[config.mk]
export PLATFORM = sky130hd
export DESIGN_NAME = sym_hdr_prepend
export DESIGN_NICKNAME = d
export VERILOG_FILES = /design/src/rtl/hp_pkg.sv /design/src/rtl/hp_hdr_slicer.sv /design/src/rtl/hp_lane_merge.sv /design/src/rtl/hp_tail_calc.sv /design/src/rtl/sym_hdr_prepend.sv
export SDC_FILE = /design/constraint.sdc
export NUM_CORES = 1
export LEC_CHECK = 0
export BUFFER_PORTS_ARGS = -buffer_cell sky130_fd_sc_hd__buf_2
export CAP_MARGIN = 5
export CELL_PAD_IN_SITES_DETAIL_PLACEMENT = 0
export CELL_PAD_IN_SITES_GLOBAL_PLACEMENT = 1
export CORE_MARGIN = 8
export CORE_UTILIZATION = 40
export DETAILED_ROUTE_END_ITERATION = 12
export MAX_ROUTING_LAYER = met4
export PLACE_DENSITY = 0.91
export SYNTH_ARGS = -nofsm -noshare
export SYNTH_HDL_FRONTEND = slang
export SYNTH_HIERARCHICAL = 1
export SYNTH_SLANG_ARGS = --single-unit
export TNS_END_PERCENT = 100
[constraint.sdc]
create_clock -name clk -period 2.6 [get_ports clk]
set_input_delay 0.13 -clock clk [delete_from_list [all_inputs] [get_ports clk]]
set_output_delay 0.13 -clock clk [all_outputs]
set_load 0.02 [all_outputs]
[src/rtl/hp_pkg.sv]
`timescale 1ns/1ps
package hp_pkg;

  typedef enum logic [1:0] {
    ST_IDLE  = 2'd0,
    ST_HDR   = 2'd1,
    ST_BODY  = 2'd2,
    ST_FLUSH = 2'd3
  } hp_state_e;

endpackage

[src/rtl/hp_hdr_slicer.sv]
`timescale 1ns/1ps
// Selects one whole header word (most significant word first) by index.
module hp_hdr_slicer #(
  parameter int DATA_W = 32,
  parameter int HDR_W  = 48,
  parameter int NFULL  = 1,
  parameter int IW     = 1
) (
  input  logic [HDR_W-1:0]  hdr,
  input  logic [IW-1:0]     idx,
  output logic [DATA_W-1:0] word
);

  generate
    if (NFULL > 0) begin : g_sel
      logic [DATA_W-1:0] words [NFULL];
      for (genvar k = 0; k < NFULL; k++) begin : g_word
        assign words[k] = hdr[HDR_W-1-k*DATA_W -: DATA_W];
      end
      always_comb begin
        word = '0;
        for (int k = 0; k < NFULL; k++) begin
          if (idx == IW'(k)) word = words[k];
        end
      end
    end else begin : g_none
      assign word = '0;
    end
  endgenerate

endmodule

[src/rtl/hp_lane_merge.sv]
`timescale 1ns/1ps
// Joins the carried remnant with the leading lanes of the current input word.
module hp_lane_merge #(
  parameter int DATA_W = 32,
  parameter int RES    = 2,
  parameter int CW     = 16
) (
  input  logic [CW-1:0]     carry,
  input  logic [DATA_W-1:0] in_data,
  output logic [DATA_W-1:0] merged,
  output logic [CW-1:0]     carry_next,
  output logic [DATA_W-1:0] flush_word
);

  generate
    if (RES > 0) begin : g_shift
      assign merged     = {carry, in_data[DATA_W-1 -: DATA_W-CW]};
      assign carry_next = in_data[CW-1:0];
      assign flush_word = {carry, {(DATA_W-CW){1'b0}}};
    end else begin : g_pass
      assign merged     = in_data;
      assign carry_next = '0;
      assign flush_word = '0;
    end
  endgenerate

endmodule

[src/rtl/hp_tail_calc.sv]
`timescale 1ns/1ps
// Works out how the frame ends: whether the remnant fits, and both empty counts.
module hp_tail_calc #(
  parameter int SPW = 4,
  parameter int EW  = 2,
  parameter int RES = 2
) (
  input  logic [EW-1:0] in_empty,
  output logic          fits,
  output logic [EW-1:0] last_empty,
  output logic [EW-1:0] flush_empty
);

  localparam int TW = $clog2(2*SPW+1) + 1;

  logic [TW-1:0] valid_syms;
  logic [TW-1:0] total;

  always_comb begin
    valid_syms  = TW'(SPW) - TW'(in_empty);
    total       = valid_syms + TW'(RES);
    fits        = (total <= TW'(SPW));
    last_empty  = EW'(TW'(SPW) - total);
    flush_empty = EW'(TW'(2*SPW) - total);
  end

endmodule

[src/rtl/sym_hdr_prepend.sv]
`timescale 1ns/1ps
module sym_hdr_prepend #(
  parameter int DATA_W   = 32,
  parameter int SYM_W    = 8,
  parameter int HDR_SYMS = 6,
  localparam int SPW     = DATA_W / SYM_W,
  localparam int EMPTY_W = (SPW > 1) ? $clog2(SPW) : 1,
  localparam int HDR_W   = HDR_SYMS * SYM_W
) (
  input  logic               clk,
  input  logic               rst,
  input  logic [HDR_W-1:0]   hdr_vec,
  input  logic               in_valid,
  input  logic               in_sop,
  input  logic               in_eop,
  input  logic [EMPTY_W-1:0] in_empty,
  input  logic [DATA_W-1:0]  in_data,
  output logic               in_ready,
  output logic               out_valid,
  input  logic               out_ready,
  output logic               out_sop,
  output logic               out_eop,
  output logic [EMPTY_W-1:0] out_empty,
  output logic [DATA_W-1:0]  out_data
);
  import hp_pkg::*;

  localparam int NFULL = HDR_SYMS / SPW;
  localparam int RES   = HDR_SYMS % SPW;
  localparam int CW    = (RES > 0) ? RES * SYM_W : 1;
  localparam int IW    = (NFULL > 1) ? $clog2(NFULL) : 1;

  hp_state_e          state;
  logic [IW-1:0]      idx;
  logic [HDR_W-1:0]   hreg;
  logic [CW-1:0]      carry;
  logic               sop_pend;
  logic [EMPTY_W-1:0] flush_empty_q;

  logic               ov_q, osop_q, oeop_q;
  logic [EMPTY_W-1:0] oemp_q;
  logic [DATA_W-1:0]  odat_q;

  logic [DATA_W-1:0]  hdr_word, merged, flush_word;
  logic [CW-1:0]      carry_next;
  logic               fits;
  logic [EMPTY_W-1:0] last_empty, flush_empty;
  logic               adv;

  hp_hdr_slicer #(.DATA_W(DATA_W), .HDR_W(HDR_W), .NFULL(NFULL), .IW(IW)) u_slice (
    .hdr(hreg), .idx(idx), .word(hdr_word)
  );

  hp_lane_merge #(.DATA_W(DATA_W), .RES(RES), .CW(CW)) u_merge (
    .carry(carry), .in_data(in_data), .merged(merged),
    .carry_next(carry_next), .flush_word(flush_word)
  );

  hp_tail_calc #(.SPW(SPW), .EW(EMPTY_W), .RES(RES)) u_tail (
    .in_empty(in_empty), .fits(fits), .last_empty(last_empty), .flush_empty(flush_empty)
  );

  assign adv      = !ov_q || out_ready;
  assign in_ready = (state == ST_BODY) && adv;

  always_ff @(posedge clk) begin
    if (rst) begin
      state         <= ST_IDLE;
      idx           <= '0;
      hreg          <= '0;
      carry         <= '0;
      sop_pend      <= 1'b0;
      flush_empty_q <= '0;
      ov_q          <= 1'b0;
      osop_q        <= 1'b0;
      oeop_q        <= 1'b0;
      oemp_q        <= '0;
      odat_q        <= '0;
    end else begin
      if (adv) ov_q <= 1'b0;
      case (state)
        ST_IDLE: begin
          if (in_valid && in_sop) begin
            hreg     <= hdr_vec;
            idx      <= '0;
            sop_pend <= 1'b1;
            if (NFULL > 0) begin
              state <= ST_HDR;
            end else begin
              state <= ST_BODY;
              carry <= hdr_vec[CW-1:0];
            end
          end
        end
        ST_HDR: begin
          if (adv) begin
            ov_q     <= 1'b1;
            odat_q   <= hdr_word;
            osop_q   <= (idx == '0);
            oeop_q   <= 1'b0;
            oemp_q   <= '0;
            sop_pend <= 1'b0;
            if (idx == IW'(NFULL-1)) begin
              state <= ST_BODY;
              carry <= hreg[CW-1:0];
            end else begin
              idx <= idx + 1'b1;
            end
          end
        end
        ST_BODY: begin
          if (in_valid && adv) begin
            ov_q     <= 1'b1;
            odat_q   <= merged;
            osop_q   <= sop_pend;
            sop_pend <= 1'b0;
            carry    <= carry_next;
            if (in_eop && fits) begin
              oeop_q <= 1'b1;
              oemp_q <= last_empty;
              state  <= ST_IDLE;
            end else if (in_eop) begin
              oeop_q        <= 1'b0;
              oemp_q        <= '0;
              flush_empty_q <= flush_empty;
              state         <= ST_FLUSH;
            end else begin
              oeop_q <= 1'b0;
              oemp_q <= '0;
            end
          end
        end
        ST_FLUSH: begin
          if (adv) begin
            ov_q   <= 1'b1;
            odat_q <= flush_word;
            osop_q <= 1'b0;
            oeop_q <= 1'b1;
            oemp_q <= flush_empty_q;
            state  <= ST_IDLE;
          end
        end
        default: state <= ST_IDLE;
      endcase
    end
  end

  assign out_valid = ov_q;
  assign out_sop   = osop_q;
  assign out_eop   = oeop_q;
  assign out_empty = oemp_q;
  assign out_data  = odat_q;

  // A stalled output word must not change.
  assert_hold_under_stall_R7: assert property (@(posedge clk) disable iff (rst)
    (out_valid && !out_ready) |=> (out_valid && $stable(out_data) && $stable(out_sop)
                                   && $stable(out_eop) && $stable(out_empty)));

  // A non-final word never reports empty lanes.
  assert_empty_only_on_eop_R5: assert property (@(posedge clk) disable iff (rst)
    (out_valid && !out_eop) |-> (out_empty == '0));

  // A frame's first word is a header word, so it cannot also close the frame.
  assert_sop_not_eop_R2: assert property (@(posedge clk) disable iff (rst)
    ((NFULL > 0) && out_valid && out_sop) |-> !out_eop);

  // An accepted input eop always yields an output word on the next cycle.
  assert_eop_produces_word_R4: assert property (@(posedge clk) disable iff (rst)
    (in_valid && in_ready && in_eop) |=> out_valid);

endmodule

==> out/qor.csv, run 1 <==
stage;metric;value;unit
global_routing;antenna_found_initial;0;
yosys;synth_edf_count;0;
floorplanning;initial_core_util;40.4;%
critical_path;crit_path_start_kind;flip-flop;
power;total_power;0.00663;W
yosys;seq_area_frac_synth;38.3;%
timing;max_slew_margin;53.2;%
route;drc;0;
yosys;synth_cell_types;35;
power;powerDensity;1090;mW/mm2
placed_design;dp_hpwl;9520;um
timing;rsz0062_at_grt;no;
global_routing;grt_overflow_total;0;
route;vias_per_cell;4.83;
finish;area.growth.synth_to_final;9.55;%
critical_path;crit_slowest_cell;or3_4;
critical_path;crit_required;2860;ps
power;leakage;2.31;nW
yosys;syn_area;0.00554;mm2
timing;finalSetupViolCount;0;
route;routed-via-count;4233;
finish;final_area;0.00607;mm2
timing;worst_slew_pin_slew;702;ps
yosys;synth-seq-cells;106;
global_routing;grt_pass1_wl;21900;um
global_routing;grt_pass1_vias;4295;
clock_tree;clock_sinks;106;
floorplanning;io_pins;126;
critical_path;path_class;flip-flop to flip-flop;
yosys;synth-main-ff-cell;dfxtp_1;
floorplanning;die_h;134;um
timing;clock_skew;8.35;ps
floorplanning;row_count;43;
global_routing;grt_max_degree;58;
critical_path;crit_chain;inv_1 > ha_1 > or3_4 > a211oi_4 > buf_12 > nor2_1 > a311oi_2;
route;first_pass_iters;4;
timing;finalCritPeriodShare;85.9;%
yosys;synth_top_area_share;38.3;%
yosys;syn_inst;653;
clock_tree;clock_latency;350;ps
clock_tree;cts_buffer_depth;2;
critical_path;critPathCaptureType;flip-flop;
clock_tree;htreeDepth;3;
placed_design;placed_area;0.00578;mm2
timing;finalSetupTns;0;ps
clock_tree;cts_root_buf;clkbuf_16;
timing;fmax;0.448;GHz
clock_tree;cts_setup_buffers;0;
worst_hold_path;hold_class;input port to flip-flop;
finish;nets;788;
yosys;syn_avg_cell_area;8.49;um2
timing;fin_crit;2230;ps
yosys;ys_warn_count;6;
clock_tree;cts_buffers;9;
timing;report.final.slew_viol_count;0;
clock_tree;cts_tree;yes;
critical_path;crit_arrival;2490;ps
timing;layout_setup_ws;367;ps
timing;hold_violations;0;
run;maxCapViolations;0;
finish;layout-drive-gt1-share;28.1;%
floorplanning;die_area;0.0179;mm2
timing;holdWs;12.1;ps
outcome;status;finished, final reports clean;
critical_path;cpPeakStageDelay;420;ps
placed_design;post-place-ws;401;ps
yosys;synth-async-reset-ratio;0;%
route;drt_iter0_markers;229;
critical_path;crit_path_max_fanout;40;
yosys;synth_top_cells_by_area;dfxtp_1 (38%), buf_4 (12%), nand2_1 (8.8%), a311oi_2 (8.4%), a21oi_1 (4.6%);
yosys;synth_area_leader_cell;dfxtp_1;
floorplanning;fp.dieW;134;um
clock_tree;path_clk_slew;70;ps
placed_design;numPortBuffers;125;
route;wl_per_cell;15.1;um
placed_design;gp_congestion;0.749;
global_routing;grt_usage;15.6;%
floorplanning;coreArea;0.0137;mm2
finish;antenna_cells;0;
power;peakVddDrop;0.460;mV
route;antenna_left;0;
route;finalWirelength;13200;um
## worst paths after layout
kind,from,endpoint,slack [ps],depth (start not counted)
setup / recovery,state[1]$_SDFFE_PP0P_,out_data[20]$_SDFFE_PP0P_,370,7
hold reg to reg,hreg[18]$_SDFFE_PP0P_,hreg[18]$_SDFFE_PP0P_,450,2
setup reg to reg,state[1]$_SDFFE_PP0P_,out_data[20]$_SDFFE_PP0P_,370,7
hold / removal,hdr_vec[44],hreg[44]$_SDFFE_PP0P_,10,3
## sequential cells by signal (all words and copies together) (netlist names)
name,count
out_valid,1
sop_pend,1
flush_empty_q,2
out_data,32
out_empty,2
hreg,48
out_sop,1
state,2
out_eop,1
carry,16
## per-layer routing
metal  vias to the layer above  GRT usage [%]  routed length, um
met5                         -              -                  0
met3                         6           4.67                723
met1                      1918           20.6               6450
met4                         0           4.37                108
li1                       2201              -                  -
met2                       108           22.7               5940
## cells by family after synthesis
group,Yosys count,synth area share [%]
fa+ha+maj,8,1.81
xor+xnor,1,0.158
flops,106,38.3
compound gates,146,22.3
mux,19,3.43
other cells,2,0.135
buf+inv,134,15.7
simple gates,237,18.2
## stage by stage
| stage | cells | util [%] |
|---|---|---|
| 4_1_cts | 877 | 44.3 |
| 6_report | 877 | 44.3 |
| 5_1_grt | 877 | 44.3 |
| 2_1_floorplan | 672 | - |
| 3_3_place_gp | 860 | 42.2 |
| 3_5_place_dp | 860 | 42.2 |
## cells in the final DEF (no fill, tap or decap), drive strengths merged, types with 5 or more instances in the layout
cell and instances:
a211oi 21, a311oi 35, ha 8, clkbuf 10, buf 139, a21oi 51, nor2b 36, nand2 130
conb 21, nor2 60, a22oi 34, inv 5, mux2i 19, dfxtp 106
## where the power goes
group | switching [W] | internal [W]
combinational | 0.00181 | 0.00112
clock | 0.000617 | 0.000678
sequential | 0.000298 | 0.00211
total | 0.00273 | 0.00390
## worst max-delay path, delay by kind of cell, from the launching register on
family                   cells  cell delay [ps]
AO/OA/AOI/OAI                2              590
AND/OR/NAND/NOR              2              500
adder cells (fa/ha/maj)      1              230
flip-flops                   1              410
buffers and inverters        2              390
## what timing repair did
item | 4_1_cts | 5_1_grt
endpoints found under the hold margin | 1 | 0
hold buffers | 1 | 0
resized for setup | 0 | 0
## final cells by class
type,count,area [um2]
clock inverters,6,40.0
clock buffers,10,239
well taps,180,225
repair buffers,140,793
fillers,1430,7650
inverters,3,11.3
multi-input cells,432,2640
flip-flops and latches,106,2120
## synthesized netlist by cell type (2+ instances only)
cell and n:
nor2_1 60, a211oi_2 3, buf_1 2, nand2_1 130
buf_6 4, a21oi_1 51, ha_1 8, buf_4 89
conb_1 2, clkbuf_1 34, nor2b_1 36, and3_1 2
a311oi_2 31, inv_1 3, a22oi_1 34, nand2b_1 2
dfxtp_1 106, a211oi_1 17, buf_2 2, mux2i_1 19
a311oi_1 4
(Power assumes the default switching activity.)
==> run 2: changes to the inputs <==
--- a/config.mk
+++ b/config.mk
@@ -9,11 +9,11 @@
 export CAP_MARGIN = 5
 export CELL_PAD_IN_SITES_DETAIL_PLACEMENT = 0
 export CELL_PAD_IN_SITES_GLOBAL_PLACEMENT = 1
-export CORE_MARGIN = 8
+export CORE_MARGIN = 2
 export CORE_UTILIZATION = 40
 export DETAILED_ROUTE_END_ITERATION = 12
 export MAX_ROUTING_LAYER = met4
-export PLACE_DENSITY = 0.91
+export PLACE_DENSITY = 0.81
 export SYNTH_ARGS = -nofsm -noshare
 export SYNTH_HDL_FRONTEND = slang
 export SYNTH_HIERARCHICAL = 1
==> run 2 against run 1 <==
Sequential power about the same. Non-clock buffer count decreased by 5. Combinational power decreased by 2%. Clock power is essentially flat. Routed wire length shrank 5.4%. Clock skew decreased by 3.8 ps. Via count grew 0.31%. Cell count fell by 0.57%. Design area down 0.54%. First-iteration DRC count down 5.2%.
==> out/qor.csv, run 2 (synthesis gave the netlist of run 1 again) <==
stage;metric;value;unit
timing;finalCritPeriodShare;84.8;%
clock_tree;clock_sinks;106;
floorplanning;die_area;0.0148;mm2
finish;layout_common_cells;nand2_1 (130), buf_2 (124), dfxtp_1 (106);
clock_tree;cts_buffers;9;
global_routing;grt_overflow_total;0;
outcome;status;finished, final reports clean;
floorplanning;fp.dieW;122;um
route;antenna_left;0;
power;leakage;2.28;nW
critical_path;crit_path_start_kind;flip-flop;
floorplanning;initial_core_util;40.4;%
global_routing;grt_pass1_vias;4011;
placed_design;dp_hpwl;8650;um
worst_hold_path;hold_path_depth;3;
worst_hold_path;hold_class;input port to flip-flop;
global_routing;antenna_found_initial;0;
floorplanning;row_count;43;
timing;fmax;0.453;GHz
finish;antenna_cells;0;
finish;layout-drive-gt1-share;27.6;%
timing;rsz0062_at_grt;no;
route;routed-via-count;4246;
power;total_power;0.00662;W
timing;finalSetupTns;0;ps
clock_tree;cts_buffer_depth;2;
floorplanning;io_pins;126;
route;first_pass_iters;4;
clock_tree;cts_tree;yes;
critical_path;path_class;flip-flop to flip-flop;
route;finalWirelength;12500;um
timing;finalSetupViolCount;0;
placed_design;gp_congestion;0.829;
critical_path;crit_arrival;2470;ps
timing;report.final.slew_viol_count;0;
critical_path;crit_path_max_fanout;42;
timing;hold_violations;0;
power;peakVddDrop;0.540;mV
route;vias_per_cell;4.87;
route;wl_per_cell;14.3;um
floorplanning;coreArea;0.0137;mm2
timing;worst_slew_pin_slew;893;ps
timing;clock_skew;4.59;ps
floorplanning;die_h;122;um
clock_tree;cts-resized-gates;0;
clock_tree;clock_latency;350;ps
route;drc;0;
run;maxCapViolations;0;
placed_design;numPortBuffers;125;
global_routing;grt_usage;17.5;%
clock_tree;cts_setup_buffers;0;
route;drt_iter0_markers;217;
clock_tree;hold_buffers;0;
critical_path;rr_worst_depth;7;
finish;largest-register;hreg;
power;powerDensity;1100;mW/mm2
global_routing;grt_max_degree;75;
timing;max_slew_margin;40.5;%
critical_path;crit_required;2860;ps
clock_tree;cts_root_buf;clkbuf_16;
clock_tree;htreeDepth;3;
finish;area.growth.synth_to_final;8.96;%
global_routing;grt_pass1_wl;19800;um
finish;largest_reg_flops;48;
timing;fin_crit;2210;ps
finish;final_common_cell;nand2_1;
critical_path;critPathCaptureType;flip-flop;
finish;nets;783;
clock_tree;path_clk_slew;70;ps
[run 2: cell count changes in the layout (fill, tap and decap cells not counted)]
cell,change
clkbuf_8,+1
clkinv_2,-3
inv_8,+1
dlygate4sd3_1,-1
clkinv_4,+1
nor2_2,+1
clkinvlp_4,+1
inv_6,-2
clkbuf_1,+1
nor2_4,-1
buf_4,-4
[run 2: metal layers]
metal,routed length [um],track usage (%),share of wire [%],vias to the layer above
li1,-,-,-,2192
met3,714,4.59,5.7,9
met5,0,-,0,-
met4,153,4.17,1.2,0
met1,5970,22.8,48,1950
met2,5670,27.2,45,95
[run 2: final cells by class]
type / count / area (um2)
fill: 1387 / 7680
multi-input combinational: 432 / 2640
sequential: 106 / 2120
timing repair buffer: 135 / 753
clock buffer: 12 / 256
tap: 180 / 225
clock inverter: 4 / 35.0
inverter: 3 / 11.3
[run 2: through the flow]
| step | instance area [um2] | hold slack (ps) | setup slack [ps] | cells | utilization (%) |
|---|---|---|---|---|---|
| 4_1_cts | 6040 | 2.37 | 387 | 872 | 44.0 |
| 6_report | 6040 | 14.8 | 394 | 872 | 44.0 |
| 2_1_floorplan | 5610 | 266 | 550 | 672 | - |
| 3_3_place_gp | 5750 | 373 | 500 | 856 | 41.9 |
| 3_5_place_dp | 5750 | 377 | 399 | 856 | 41.9 |
| 5_1_grt | 6040 | 8.63 | 181 | 872 | 44.0 |
[run 2: power breakdown]
part | switching [W] | internal, W
registers | 0.000302 | 0.00211
clock network | 0.000618 | 0.000711
logic | 0.00178 | 0.00109
[run 2: worst paths after layout]
kind	slack [ps]	endpoint	from
worst max-delay path	390	out_data[23]$_SDFFE_PP0P_	state[1]$_SDFFE_PP0P_
worst min-delay path	10	hreg[5]$_SDFFE_PP0P_	hdr_vec[5]
worst max register to register	390	out_data[23]$_SDFFE_PP0P_	state[1]$_SDFFE_PP0P_
worst min register to register	450	hreg[24]$_SDFFE_PP0P_	hreg[24]$_SDFFE_PP0P_
[run 2: critical path, cell delays in order (launching register included)]
cell and delay [ps]:
dfxtp_1 410, inv_1 120, ha_1 230, or3_4 410, a211oi_4 350, buf_12 270, nor2_1 80, a311oi_2 230
==> run 3: changes to the inputs <==
--- a/config.mk
+++ b/config.mk
@@ -10,10 +10,10 @@
 export CELL_PAD_IN_SITES_DETAIL_PLACEMENT = 0
 export CELL_PAD_IN_SITES_GLOBAL_PLACEMENT = 1
 export CORE_MARGIN = 2
-export CORE_UTILIZATION = 40
+export CORE_UTILIZATION = 36
 export DETAILED_ROUTE_END_ITERATION = 12
 export MAX_ROUTING_LAYER = met4
-export PLACE_DENSITY = 0.81
+export PLACE_DENSITY = 0.77
 export SYNTH_ARGS = -nofsm -noshare
 export SYNTH_HDL_FRONTEND = slang
 export SYNTH_HIERARCHICAL = 1
==> constraint.sdc (replaced) <==
create_clock -name clk -period 2 [get_ports clk]
set_input_delay 0.1 -clock clk [delete_from_list [all_inputs] [get_ports clk]]
set_output_delay 0.1 -clock clk [all_outputs]
set_load 0.02 [all_outputs]
==> run 3 against run 2 <==
The run now ends with negative setup slack left. Setup slack got worse by 400 ps. Sequential power up 30%. Maximum frequency up 10%. Count of clock-buffer cells in the layout is 1 higher. Clock skew about the same. Non-clock buffer count rose by 64. Sequential cell count is the same. First-iteration DRC count increased by 11%. Core utilization increased by 0.66 points. Critical path type unchanged. Largest power group unchanged.
==> out/qor.csv, run 3 (synthesis gave the netlist of run 1 again) <==
stage;metric;value;unit
clock_tree;path_clk_slew;70;ps
clock_tree;cts_buffer_depth;2;
clock_tree;clock_latency;350;ps
placed_design;dp_hpwl;9110;um
clock_tree;htreeDepth;3;
critical_path;rrSetupSlack;-3;ps
power;peakVddDrop;0.526;mV
placed_design;post-place-ws;-40.8;ps
finish;area.growth.synth_to_final;22.1;%
worst_hold_path;hp-start;hdr_vec[35];
floorplanning;fp.dieW;128;um
finish;layout_common_cells;nand2_1 (130), buf_2 (124), dfxtp_1 (104);
critical_path;reg2reg_to;out_sop$_SDFFE_PP0P_;
critical_path;r2r-start;state[1]$_SDFFE_PP0P_;
timing;clock_skew;4.52;ps
floorplanning;coreArea;0.0151;mm2
finish;layout-drive-gt1-share;28.3;%
worst_hold_path;hold_class;input port to flip-flop;
critical_path;rr_worst_depth;8;
finish;largest_reg_flops;48;
global_routing;grt_pass1_vias;4364;
finish;nets;847;
outcome;status;complete, but fails checks;
global_routing;grt_overflow_total;0;
timing;finalCritPeriodShare;100;%
finish;final_common_cell;nand2_1;
run;maxCapViolations;0;
timing;fmax;0.499;GHz
clock_tree;cts_buffers;9;
power;powerDensity;1390;mW/mm2
route;first_pass_iters;4;
global_routing;grt_usage;17.3;%
critical_path;crit_required;2210;ps
route;vias_per_cell;4.89;
route;wl_per_cell;15.1;um
timing;worst_slew_pin_slew;567;ps
clock_tree;cts_root_buf;clkbuf_16;
floorplanning;die_h;128;um
placed_design;numPortBuffers;125;
clock_tree;clock_sinks;106;
critical_path;crit_arrival;2220;ps
global_routing;use_met2;27.9;%
power;total_power;0.00942;W
floorplanning;die_area;0.0164;mm2
timing;report.final.slew_viol_count;0;
timing;max_slew_margin;62.2;%
global_routing;use_met1;21.1;%
critical_path;crit_path_start_kind;flip-flop;
critical_path;critPathCaptureType;flip-flop;
timing;rsz0062_at_grt;yes;
floorplanning;io_pins;126;
placed_design;gp_congestion;0.844;
floorplanning;initial_core_util;36.6;%
timing;finalSetupViolCount;1;
timing;holdWs;15.9;ps
timing;layout_setup_ws;-3.23;ps
worst_hold_path;hold_path_depth;3;
critical_path;crit_path_max_fanout;5;
finish;antenna_cells;0;
global_routing;grt_pass1_wl;21700;um
power;leakage;2.61;nW
worst_hold_path;min_to;hreg[35]$_SDFFE_PP0P_;
timing;hold_violations;0;
route;routed-via-count;4617;
timing;fin_crit;2000;ps
route;drc;0;
outcome;violations;negative setup slack;
route;antenna_left;0;
global_routing;grt_max_degree;50;
global_routing;antenna_found_initial;0;
global_routing;met3_usage;4.63;%
critical_path;path_class;flip-flop to flip-flop;
clock_tree;cts_tree;yes;
floorplanning;row_count;45;
finish;largest-register;hreg;
route;drt_iter0_markers;241;
global_routing;busiest_layer;met2;
route;finalWirelength;14300;um
-- run 3: cell count changes in the layout (fill, tap and decap cells not counted), sizes merged --
cell	before	now
clkinvlp	2	0
clkinv	1	3
buf	135	151
dlygate4sd3	0	44
inv	4	3
clkbuf	12	17
-- run 3: cell type report --
class / count / area (um2)
Clock buffer: 13 / 250
Fill cell: 1484 / 8380
Sequential cell: 106 / 2130
Clock inverter: 3 / 15.0
Inverter: 3 / 13.8
Timing Repair Buffer: 199 / 1470
Multi-Input combinational cell: 432 / 2660
Tap cell: 188 / 235
-- run 3: where the power goes --
group          internal, W  leakage (nW)  total, W  switching, W
logic              0.00204          1.60   0.00465       0.00261
registers          0.00275         0.869   0.00314      0.000387
clock network     0.000874         0.133   0.00163      0.000761
-- run 3: how the worst max path moves through the flow --
stage,from,endpoint,slack [ps],cells past startpoint
after floorplan,state[1]$_SDFFE_PP0P_,out_data[30]$_SDFFE_PP0P_,4,7
after global placement,state[0]$_SDFFE_PP0P_,out_sop$_SDFFE_PP0P_,30,7
after detailed placement,state[0]$_SDFFE_PP0P_,out_data[5]$_SDFFE_PP0P_,-40,7
after CTS,state[1]$_SDFFE_PP0P_,out_data[6]$_SDFFE_PP0P_,-40,7
after global routing,state[0]$_SDFFE_PP0P_,out_sop$_SDFFE_PP0P_,-70,8
final,state[1]$_SDFFE_PP0P_,out_sop$_SDFFE_PP0P_,-3,8
-- run 3: per-stage QoR --
step / utilization (%) / setup TNS (ps) / area, um2 / std cells
5_1_grt: 44.7 / -880 / 6770 / 944
3_3_place_gp: 38.5 / 0 / 5830 / 872
4_1_cts: 43.2 / -515 / 6540 / 932
2_1_floorplan: - / 0 / 5620 / 672
3_5_place_dp: 38.5 / -616 / 5830 / 872
6_report: 44.7 / -3.23 / 6770 / 944
-- run 3: timing repair --
action | 4_1_cts | 5_1_grt
endpoints found under the setup margin | 35 | 99
hold buffers | 44 | 0
resized for setup | 1 | 19
pin swaps | 0 | 17
gates cloned | 0 | 4
setup buffers | 0 | 8
endpoints found under the hold margin | 44 | 0
-- run 3: per-layer routing --
layer | vias to the layer above | share of wire (%)
met4 | 0 | 2.0
met2 | 120 | 47
met3 | 20 | 4.6
li1 | 2328 | -
met1 | 2149 | 46
met5 | - | 0
-- run 3: critical path, cell delays in order, from the launching register on --
cell,delay (ps)
dfxtp_2,320
buf_6,120
ha_4,160
or3_4,380
a211oi_4,330
buf_6,180
clkbuf_16,150
mux2i_1,170
nor2_1,50
